==> config.mk <==
export PLATFORM = sky130hd
export DESIGN_NAME = vectored_irq_ctrl
export DESIGN_NICKNAME = d
export VERILOG_FILES = /design/src/rtl/vic_pkg.sv /design/src/rtl/vic_datapath.sv /design/src/rtl/vic_control.sv /design/src/rtl/vectored_irq_ctrl.sv
export SDC_FILE = /design/constraint.sdc
export NUM_CORES = 2
export LEC_CHECK = 0
export BUFFER_PORTS_ARGS = -buffer_cell sky130_fd_sc_hd__buf_2
export CAP_MARGIN = 20
export CORE_ASPECT_RATIO = 0.9
export CORE_MARGIN = 2
export CORE_UTILIZATION = 44
export CTS_CLUSTER_SIZE = 40
export DETAILED_ROUTE_END_ITERATION = 8
export SYNTH_ARGS = -nofsm -noshare
export SYNTH_HDL_FRONTEND = slang
export SYNTH_SLANG_ARGS = --single-unit
export TNS_END_PERCENT = 30
==> constraint.sdc <==
create_clock -name clk -period 72.4 [get_ports clk]
set_input_delay 0 -clock clk [delete_from_list [all_inputs] [get_ports clk]]
set_output_delay 0 -clock clk [all_outputs]
set_load 0.05 [all_outputs]
==> src/rtl/vic_pkg.sv <==
package vic_pkg;
  localparam int NSRC   = 32;
  localparam int IDX_W  = $clog2(NSRC);
  localparam int PRIO_W = 3;
  localparam int LVL_W  = PRIO_W + 1;
  localparam int DATA_W = 32;
  localparam int ADDR_W = 7;

  localparam logic [ADDR_W-1:0] A_IVR   = 7'd64;
  localparam logic [ADDR_W-1:0] A_SPU   = 7'd65;
  localparam logic [ADDR_W-1:0] A_ENSET = 7'd66;
  localparam logic [ADDR_W-1:0] A_ENCLR = 7'd67;
  localparam logic [ADDR_W-1:0] A_MASK  = 7'd68;
  localparam logic [ADDR_W-1:0] A_PCLR  = 7'd69;
  localparam logic [ADDR_W-1:0] A_EOI   = 7'd70;
  localparam logic [ADDR_W-1:0] A_PROT  = 7'd71;

  typedef enum logic [1:0] {
    TRIG_HIGH = 2'b00,
    TRIG_RISE = 2'b01,
    TRIG_LOW  = 2'b10,
    TRIG_FALL = 2'b11
  } trig_t;

  typedef struct packed {
    logic              modeWr;
    logic              vecWr;
    logic              enSet;
    logic              enClr;
    logic              pendClr;
    logic              ack;
    logic [IDX_W-1:0]  idx;
    logic [DATA_W-1:0] data;
  } dpCmd_t;
endpackage

==> src/rtl/vic_datapath.sv <==
module vic_datapath
  import vic_pkg::*;
#(
  parameter logic [NSRC-1:0] EXT_MASK = 32'hE000_0000,
  parameter int              FAST_SRC = 0
) (
  input  logic              clk,
  input  logic              rstN,
  input  logic [NSRC-1:0]   irqIn,
  input  dpCmd_t            cmd,
  output logic              bestValid,
  output logic [PRIO_W-1:0] bestPrio,
  output logic [DATA_W-1:0] bestVec,
  output logic [DATA_W-1:0] modeRd,
  output logic [DATA_W-1:0] vecRd,
  output logic [NSRC-1:0]   maskQ
);
  logic [NSRC-1:0] syncA, syncB, syncPrev;
  logic [NSRC-1:0] pendAll;
  logic [NSRC-1:0][PRIO_W-1:0] prioAll;
  logic [NSRC-1:0][1:0]        trigAll;
  logic [NSRC-1:0][DATA_W-1:0] vecAll;
  logic [IDX_W-1:0] bestIdx;

  always_ff @(posedge clk or negedge rstN) begin
    if (!rstN) begin
      syncA <= '0;
      syncB <= '0;
      syncPrev <= '0;
      maskQ <= '0;
    end else begin
      syncA <= irqIn;
      syncB <= syncA;
      syncPrev <= syncB;
      if (cmd.enSet) maskQ <= maskQ | cmd.data[NSRC-1:0];
      else if (cmd.enClr) maskQ <= maskQ & ~cmd.data[NSRC-1:0];
    end
  end

  for (genvar i = 0; i < NSRC; i++) begin : g_src
    localparam bit CAN_INVERT = EXT_MASK[i] || (i == FAST_SRC);
    logic [PRIO_W-1:0] prio;
    logic [1:0]        trig;
    logic [DATA_W-1:0] vec;
    logic              edgeFlag;
    logic              activeNow, activeOld, edgeHit, clrHit, sel;
    logic              invBit;

    assign sel = (cmd.idx == IDX_W'(i));
    if (CAN_INVERT) begin : g_full
      assign invBit = cmd.data[5];
    end else begin : g_plain
      assign invBit = 1'b0;
    end

    assign activeNow = trig[1] ? ~syncB[i] : syncB[i];
    assign activeOld = trig[1] ? ~syncPrev[i] : syncPrev[i];
    assign edgeHit   = trig[0] & activeNow & ~activeOld;
    assign clrHit    = (cmd.pendClr & cmd.data[i]) |
                       (cmd.ack & (bestIdx == IDX_W'(i)));

    always_ff @(posedge clk or negedge rstN) begin
      if (!rstN) begin
        prio <= '0;
        trig <= TRIG_HIGH;
        vec <= '0;
        edgeFlag <= 1'b0;
      end else begin
        if (cmd.modeWr && sel) begin
          prio <= cmd.data[PRIO_W-1:0];
          trig <= {invBit, cmd.data[4]};
        end
        if (cmd.vecWr && sel) vec <= cmd.data;
        edgeFlag <= (edgeFlag & ~clrHit) | edgeHit;
      end
    end

    assign pendAll[i] = trig[0] ? edgeFlag : activeNow;
    assign prioAll[i] = prio;
    assign trigAll[i] = trig;
    assign vecAll[i]  = vec;
  end

  always_comb begin
    bestValid = 1'b0;
    bestPrio  = '0;
    bestIdx   = '0;
    for (int i = NSRC - 1; i >= 0; i--) begin
      if (pendAll[i] && maskQ[i] && (!bestValid || prioAll[i] >= bestPrio)) begin
        bestValid = 1'b1;
        bestPrio  = prioAll[i];
        bestIdx   = IDX_W'(i);
      end
    end
  end

  assign bestVec = vecAll[bestIdx];
  assign modeRd  = DATA_W'({trigAll[cmd.idx], 1'b0, prioAll[cmd.idx]});
  assign vecRd   = vecAll[cmd.idx];
endmodule

==> src/rtl/vic_control.sv <==
module vic_control
  import vic_pkg::*;
#(
  parameter int STACK_DEPTH = 8,
  localparam int SP_W  = $clog2(STACK_DEPTH + 1),
  localparam int STK_W = $clog2(STACK_DEPTH)
) (
  input  logic              clk,
  input  logic              rstN,
  input  logic              wrEn,
  input  logic              rdEn,
  input  logic [ADDR_W-1:0] addr,
  input  logic [DATA_W-1:0] wrData,
  input  logic              bestValid,
  input  logic [PRIO_W-1:0] bestPrio,
  input  logic [DATA_W-1:0] bestVec,
  input  logic [DATA_W-1:0] modeRd,
  input  logic [DATA_W-1:0] vecRd,
  input  logic [NSRC-1:0]   maskQ,
  output dpCmd_t            cmd,
  output logic [DATA_W-1:0] rdData,
  output logic              irqOut,
  output logic [SP_W-1:0]   stackPtr,
  output logic              protQ
);
  logic [LVL_W-1:0] curLvl;
  logic [LVL_W-1:0] stackMem [STACK_DEPTH];
  logic [DATA_W-1:0] spuQ;
  logic [SP_W-1:0] spDec;
  logic eligible, ackNow, popNow, inModes, inVecs;
  logic [LVL_W-1:0] selLvl;

  assign selLvl   = {1'b0, bestPrio} + LVL_W'(1);
  assign eligible = bestValid && (selLvl > curLvl);
  assign ackNow   = eligible && (addr == A_IVR) &&
                    ((rdEn && !protQ) || (wrEn && protQ));
  assign popNow   = wrEn && (addr == A_EOI) && (stackPtr != '0);
  assign spDec    = stackPtr - SP_W'(1);
  assign inModes  = (addr[ADDR_W-1:ADDR_W-2] == 2'b00);
  assign inVecs   = (addr[ADDR_W-1:ADDR_W-2] == 2'b01);
  assign irqOut   = eligible;

  always_comb begin
    cmd.modeWr  = wrEn && inModes;
    cmd.vecWr   = wrEn && inVecs;
    cmd.enSet   = wrEn && (addr == A_ENSET);
    cmd.enClr   = wrEn && (addr == A_ENCLR);
    cmd.pendClr = wrEn && (addr == A_PCLR);
    cmd.ack     = ackNow;
    cmd.idx     = addr[IDX_W-1:0];
    cmd.data    = wrData;
  end

  always_ff @(posedge clk or negedge rstN) begin
    if (!rstN) begin
      curLvl <= '0;
      stackPtr <= '0;
      for (int i = 0; i < STACK_DEPTH; i++) stackMem[i] <= '0;
    end else if (ackNow && (stackPtr < SP_W'(STACK_DEPTH))) begin
      stackMem[stackPtr[STK_W-1:0]] <= curLvl;
      stackPtr <= stackPtr + SP_W'(1);
      curLvl <= selLvl;
    end else if (popNow) begin
      curLvl <= stackMem[spDec[STK_W-1:0]];
      stackPtr <= spDec;
    end
  end

  always_ff @(posedge clk or negedge rstN) begin
    if (!rstN) begin
      spuQ <= '0;
      protQ <= 1'b0;
      rdData <= '0;
    end else begin
      if (wrEn && addr == A_SPU) spuQ <= wrData;
      if (wrEn && addr == A_PROT) protQ <= wrData[0];
      if (rdEn) begin
        if (inModes) rdData <= modeRd;
        else if (inVecs) rdData <= vecRd;
        else begin
          case (addr)
            A_IVR:   rdData <= eligible ? bestVec : spuQ;
            A_SPU:   rdData <= spuQ;
            A_MASK:  rdData <= DATA_W'(maskQ);
            A_PROT:  rdData <= DATA_W'(protQ);
            default: rdData <= '0;
          endcase
        end
      end
    end
  end
endmodule

==> src/rtl/vectored_irq_ctrl.sv <==
module vectored_irq_ctrl
  import vic_pkg::*;
#(
  parameter logic [NSRC-1:0] EXT_MASK    = 32'hE000_0000,
  parameter int              FAST_SRC    = 0,
  parameter int              STACK_DEPTH = 8,
  localparam int             SP_W        = $clog2(STACK_DEPTH + 1)
) (
  input  logic              clk,
  input  logic              rstN,
  input  logic [NSRC-1:0]   irqIn,
  input  logic              wrEn,
  input  logic              rdEn,
  input  logic [ADDR_W-1:0] addr,
  input  logic [DATA_W-1:0] wrData,
  output logic [DATA_W-1:0] rdData,
  output logic              irqOut
);
  dpCmd_t cmd;
  logic bestValid;
  logic [PRIO_W-1:0] bestPrio;
  logic [DATA_W-1:0] bestVec, modeRd, vecRd;
  logic [NSRC-1:0] maskQ;
  logic [SP_W-1:0] stackPtr;
  logic protQ;

  vic_datapath #(.EXT_MASK(EXT_MASK), .FAST_SRC(FAST_SRC)) u_dp (
    .clk(clk), .rstN(rstN), .irqIn(irqIn), .cmd(cmd),
    .bestValid(bestValid), .bestPrio(bestPrio), .bestVec(bestVec),
    .modeRd(modeRd), .vecRd(vecRd), .maskQ(maskQ)
  );

  vic_control #(.STACK_DEPTH(STACK_DEPTH)) u_ctrl (
    .clk(clk), .rstN(rstN), .wrEn(wrEn), .rdEn(rdEn), .addr(addr),
    .wrData(wrData), .bestValid(bestValid), .bestPrio(bestPrio),
    .bestVec(bestVec), .modeRd(modeRd), .vecRd(vecRd), .maskQ(maskQ),
    .cmd(cmd), .rdData(rdData), .irqOut(irqOut), .stackPtr(stackPtr),
    .protQ(protQ)
  );
endmodule

==> metrics list <==
- Row generation in the floorplan step produced 145 rows.
* Number of cells on the worst reg-to-reg path: 217
- Kind of cell adding the most delay to the critical path: compound AO/OA/AOI/OAI gates
- # nets final: 6,651
- Relative to the synthesized area, the layout overhead comes to 11.98%.
- Headroom to the max-slew limit came out at 17.72%.
- The initial utilization of the core area, before any placement, comes to 44.32%.
- Number of buffers created by CTS: 153
- Min Tclk post-route: 53,680 ps
- Clock latency at the later pin of the worst-skew pair: 840 ps
* Critical path peak fanout: 17
- CP arrival: 54,430 ps
- At the end of the flow the core is filled with cells to 49.63%.
- Among all flip-flop cells after synthesis, the most frequent one is dfrtp_1.
- Combined buffer and inverter count along the critical path: 9
- Number of global-route vias before repair: 58,310
- RePlAce Congestion: 0.9475
* Number of fill cells in the layout: 15,240
- Final hold viol count: 0
- The critical path starts at u_dp.syncB[31]$_DFF_PN0_.
* X dimension of the die: 444.8 µm
* Start point of the worst min-delay path: addr[0]
- Setup tns final: 0 ps
- Global-route wire length before repair: 426.5 mm
- Dividing the detail-routed wire length by the instance count gives 33.30 µm.
- Detailed placement ended at an HPWL of 171.1 mm.
- Maximum operating frequency: 18.63 MHz
* Number of unique standard cell types used by synthesis: 102
- The post-route netlist has 33.97% of its cells at a drive strength greater than 1.
- Cell occurring most often along the worst timing path: ha_1
- Element type at the critical path start: register
- TritonRoute pass-1 iters: 6
* Pin count of the biggest net entering global routing: 160
* Startpoint of the most critical register-to-register path: u_dp.syncB[31]$_DFF_PN0_
- Final worst hold slack: 83.42 ps
* Final setup violation count: 0
* Worst clock skew: 41.45 ps
- Floorplan die height: 400.8 µm
* Post-cts sizing count: 0
- Each instance of the synthesized netlist takes up on average 11.83 µm².
- Clock-pin slew was measured on the worst setup and hold paths at 60 ps.
- Input and output buffers added on the ports amount to 107.
* Critical path's largest stage delay: 880 ps
- Yosys warnings: 0
- Max Buffers Root-to-Sink: 3
- Most area-consuming cells after synthesis: dfrtp_1 46%, mux2_2 19%, mux4_2 11%, nand2_1 4.6%, mux2i_1 1.7%
* Post-route design area: 86,180 µm²
- The region available for standard cell placement spans 173,600 µm².
* Class of the most critical setup path: reg2reg
* CTS Root Cell: clkbuf_16
* Top cell type's share of synthesized area: 46.21%
* Cell count of the worst hold path: 5
* Via count normalized by instance count: 6.688
* Number of synthesized flops with an enable pin: 0
- Post-Synthesis Cells: 6,507
- The initial antenna violation count came to 10.
* Number of ports placed on the die boundary: 108
- Endpoint required time on the critical path: 73,160 ps
- Final routed DRC violation total: 0
* Overflow after GRT: 0
* Clock tree from TritonCTS: yes
- Syn_nets: 6,658
- Transition time at the pin with the least slew margin: 1234 ps
- The final layout contains routed wiring with a total length of 296.4 mm.
- The count of nets left with antenna violations once routing finished came out at 0.
- Maximum VDD drop: 0.00004180 V
- Power spread over the standard cell area amounts to 29.07 nW/µm².
- Counting flops with an async set or reset pin after synthesis yields a share of 100.0%.
* Cell with the largest stage delay on the worst path: nor2_1
- The detailed router placed 59,530 vias in this run.
- Instance area after placement: 79,790 µm²
* Synthesis-stage register bit count: 1,421
* Reg2reg end: u_ctrl.rdData[2]$_DFFE_PN0P_
* Cell type contributing the most total cell area after synthesis: dfrtp_1
* Ratio of final minimum period to clock period: 74.14%
- H-tree depth: 4
- Post-synthesis instance area: 76,960 µm²
- The number of max-slew violations in the final report came to 0.
- Outcome: finished clean
- In this run the static leakage power is 37.82 nW.
- After the first detailed-routing iteration, the DRC count stood at 7,999.
- STA classifies the critical path endpoint as a register.
* Number of buffers inserted by post-CTS setup repair: 0
- In the global route stage, overall resource usage came out at 32.90%.
- Max-cap check violation count: 0
- Worst min-delay path class: in2reg
* Clock sink count: 1,421
- The die covers 178,300 µm².
* Reg2Reg Setup Slack: 18,720 ps
- Sequential-to-total area share from yosys stat: 46.21%
- Setup repair after global routing missed its margin: false
- The worst hold path terminates at u_ctrl.protQ$_DFFE_PN0P_.
- In this run, post-CTS hold repair placed 108 buffers.
==> flip-flops by register name (all words and copies together) (netlist names), named ones only <==
| signal | count |
|---|---|
| u_dp.g_src.trig | 36 |
| u_ctrl.rdData | 32 |
| u_dp.syncB | 32 |
| u_ctrl.stackMem | 32 |
| u_dp.g_src.prio | 96 |
| u_ctrl.curLvl | 4 |
| u_dp.g_src.vec | 1024 |
| u_ctrl.spuQ | 32 |
| u_dp.syncPrev | 32 |
| u_dp.syncA | 32 |
| u_dp.g_src.edgeFlag | 32 |
| u_ctrl.protQ | 1 |
| u_ctrl.stackPtr | 4 |
==> routing by layer <==
layer | part of all wire (%) | wire length (µm) | track usage, % | vias to the layer above
met5 | 0.025 | 74 | 0 | -
met4 | 5.0 | 14880 | 14.60 | 12
met3 | 12 | 35050 | 9.591 | 822
met2 | 43 | 127700 | 47.77 | 3725
met1 | 40 | 118700 | 45.62 | 30880
li1 | - | - | - | 24090
==> worst register-to-register path, delay by kind of cell (launching register included) <==
| kind | cells | cell delay (ps) |
|---|---|---|
| AO/OA/AOI/OAI | 85 | 22050 |
| XOR/XNOR | 2 | 380 |
| adder cells (fa/ha/maj) | 40 | 11080 |
| buffers and inverters | 9 | 1670 |
| flip-flops | 1 | 420 |
| multiplexers | 16 | 5730 |
| AND/OR/NAND/NOR | 65 | 12230 |
==> power breakdown <==
part	switching, mW	internal [mW]
clock	0.343	0.483
sequential	0.0568	0.857
combinational	0.526	0.239
total	0.926	1.58
==> cell usage in the layout (no fill, tap or decap), drive strengths merged, types with 21 or more instances in the layout <==
cell	n
dfrtp	1421
nand2	944
ha	76
nand2b	52
a221oi	37
mux2i	128
nor2	172
nor4	21
o21ai	152
a32oi	53
clkinv	21
nor3	67
inv	103
a21oi	204
buf	252
a211oi	47
and3	25
nand3	237
mux2	1271
clkbuf	226
o211ai	59
o22ai	48
a31oi	74
nand4	34
mux4	368
o31ai	27
dlygate4sd3	108
nor2b	34
a221o	23
a21o	26
and2	21
==> worst max-delay path by stage <==
stage	to	cells past startpoint
floorplan	u_ctrl.stackMem[20]$_DFFE_PN0P_	221
global placement	u_ctrl.rdData[2]$_DFFE_PN0P_	215
detailed placement	u_ctrl.rdData[2]$_DFFE_PN0P_	215
CTS	u_ctrl.rdData[2]$_DFFE_PN0P_	216
global route	u_ctrl.rdData[2]$_DFFE_PN0P_	216
finish	u_ctrl.rdData[2]$_DFFE_PN0P_	217
==> layout make-up <==
cell class / instances / area (µm²) / area share (%)
multi-input cells: 4465 / 39320 / 45.63
clock inverters: 45 / 621.8 / 0.7216
flip-flops and latches: 1421 / 35560 / 41.26
well taps: 2278 / 2850 / 3.307
clock buffers: 225 / 4576 / 5.310
repair buffers: 361 / 2856 / 3.315
diodes: 8 / 20.02 / 0.02323
inverters: 98 / 367.9 / 0.4269
==> cells by family (layout without fill, tap and decap cells) <==
kind of cell / count (synthesis) / count (layout) / synth area share (%)
muxes: 1767 / 1767 / 31.03
buffers and inverters: 621 / 729 / 3.232
AOI/OAI and AO/OA: 937 / 937 / 8.471
xor gates and xnor gates: 8 / 8 / 0.09105
adders and majority gates: 84 / 84 / 1.340
DFF: 1421 / 1421 / 46.21
and+or+nand+nor: 1669 / 1669 / 9.628
other: 0 / 8 / 0
==> per-stage QoR <==
step / setup WS [ps] / total power, mW / cells
2_1_floorplan: 27650 / 1.348 / 6507
3_3_place_gp: 21440 / 1.650 / 8510
3_5_place_dp: 20500 / 1.656 / 8511
4_1_cts: 19700 / 2.483 / 8889
5_1_grt: 14930 / 2.579 / 8893
6_report: 18720 / 2.505 / 8901
==> cell usage after synthesis (all sizes together), types with 21 or more instances <==
cell type / count
a211oi: 47
a21o: 26
a21oi: 204
a221o: 23
a221oi: 37
a31oi: 74
a32oi: 53
and2: 21
and3: 25
buf: 220
clkbuf: 303
dfrtp: 1421
ha: 76
inv: 98
mux2: 1271
mux2i: 128
mux4: 368
nand2: 944
nand2b: 52
nand3: 237
nand4: 34
nor2: 172
nor2b: 34
nor3: 67
nor4: 21
o211ai: 59
o21ai: 152
o22ai: 48
o31ai: 27
Note: power is estimated with default switching activity, not from simulation.
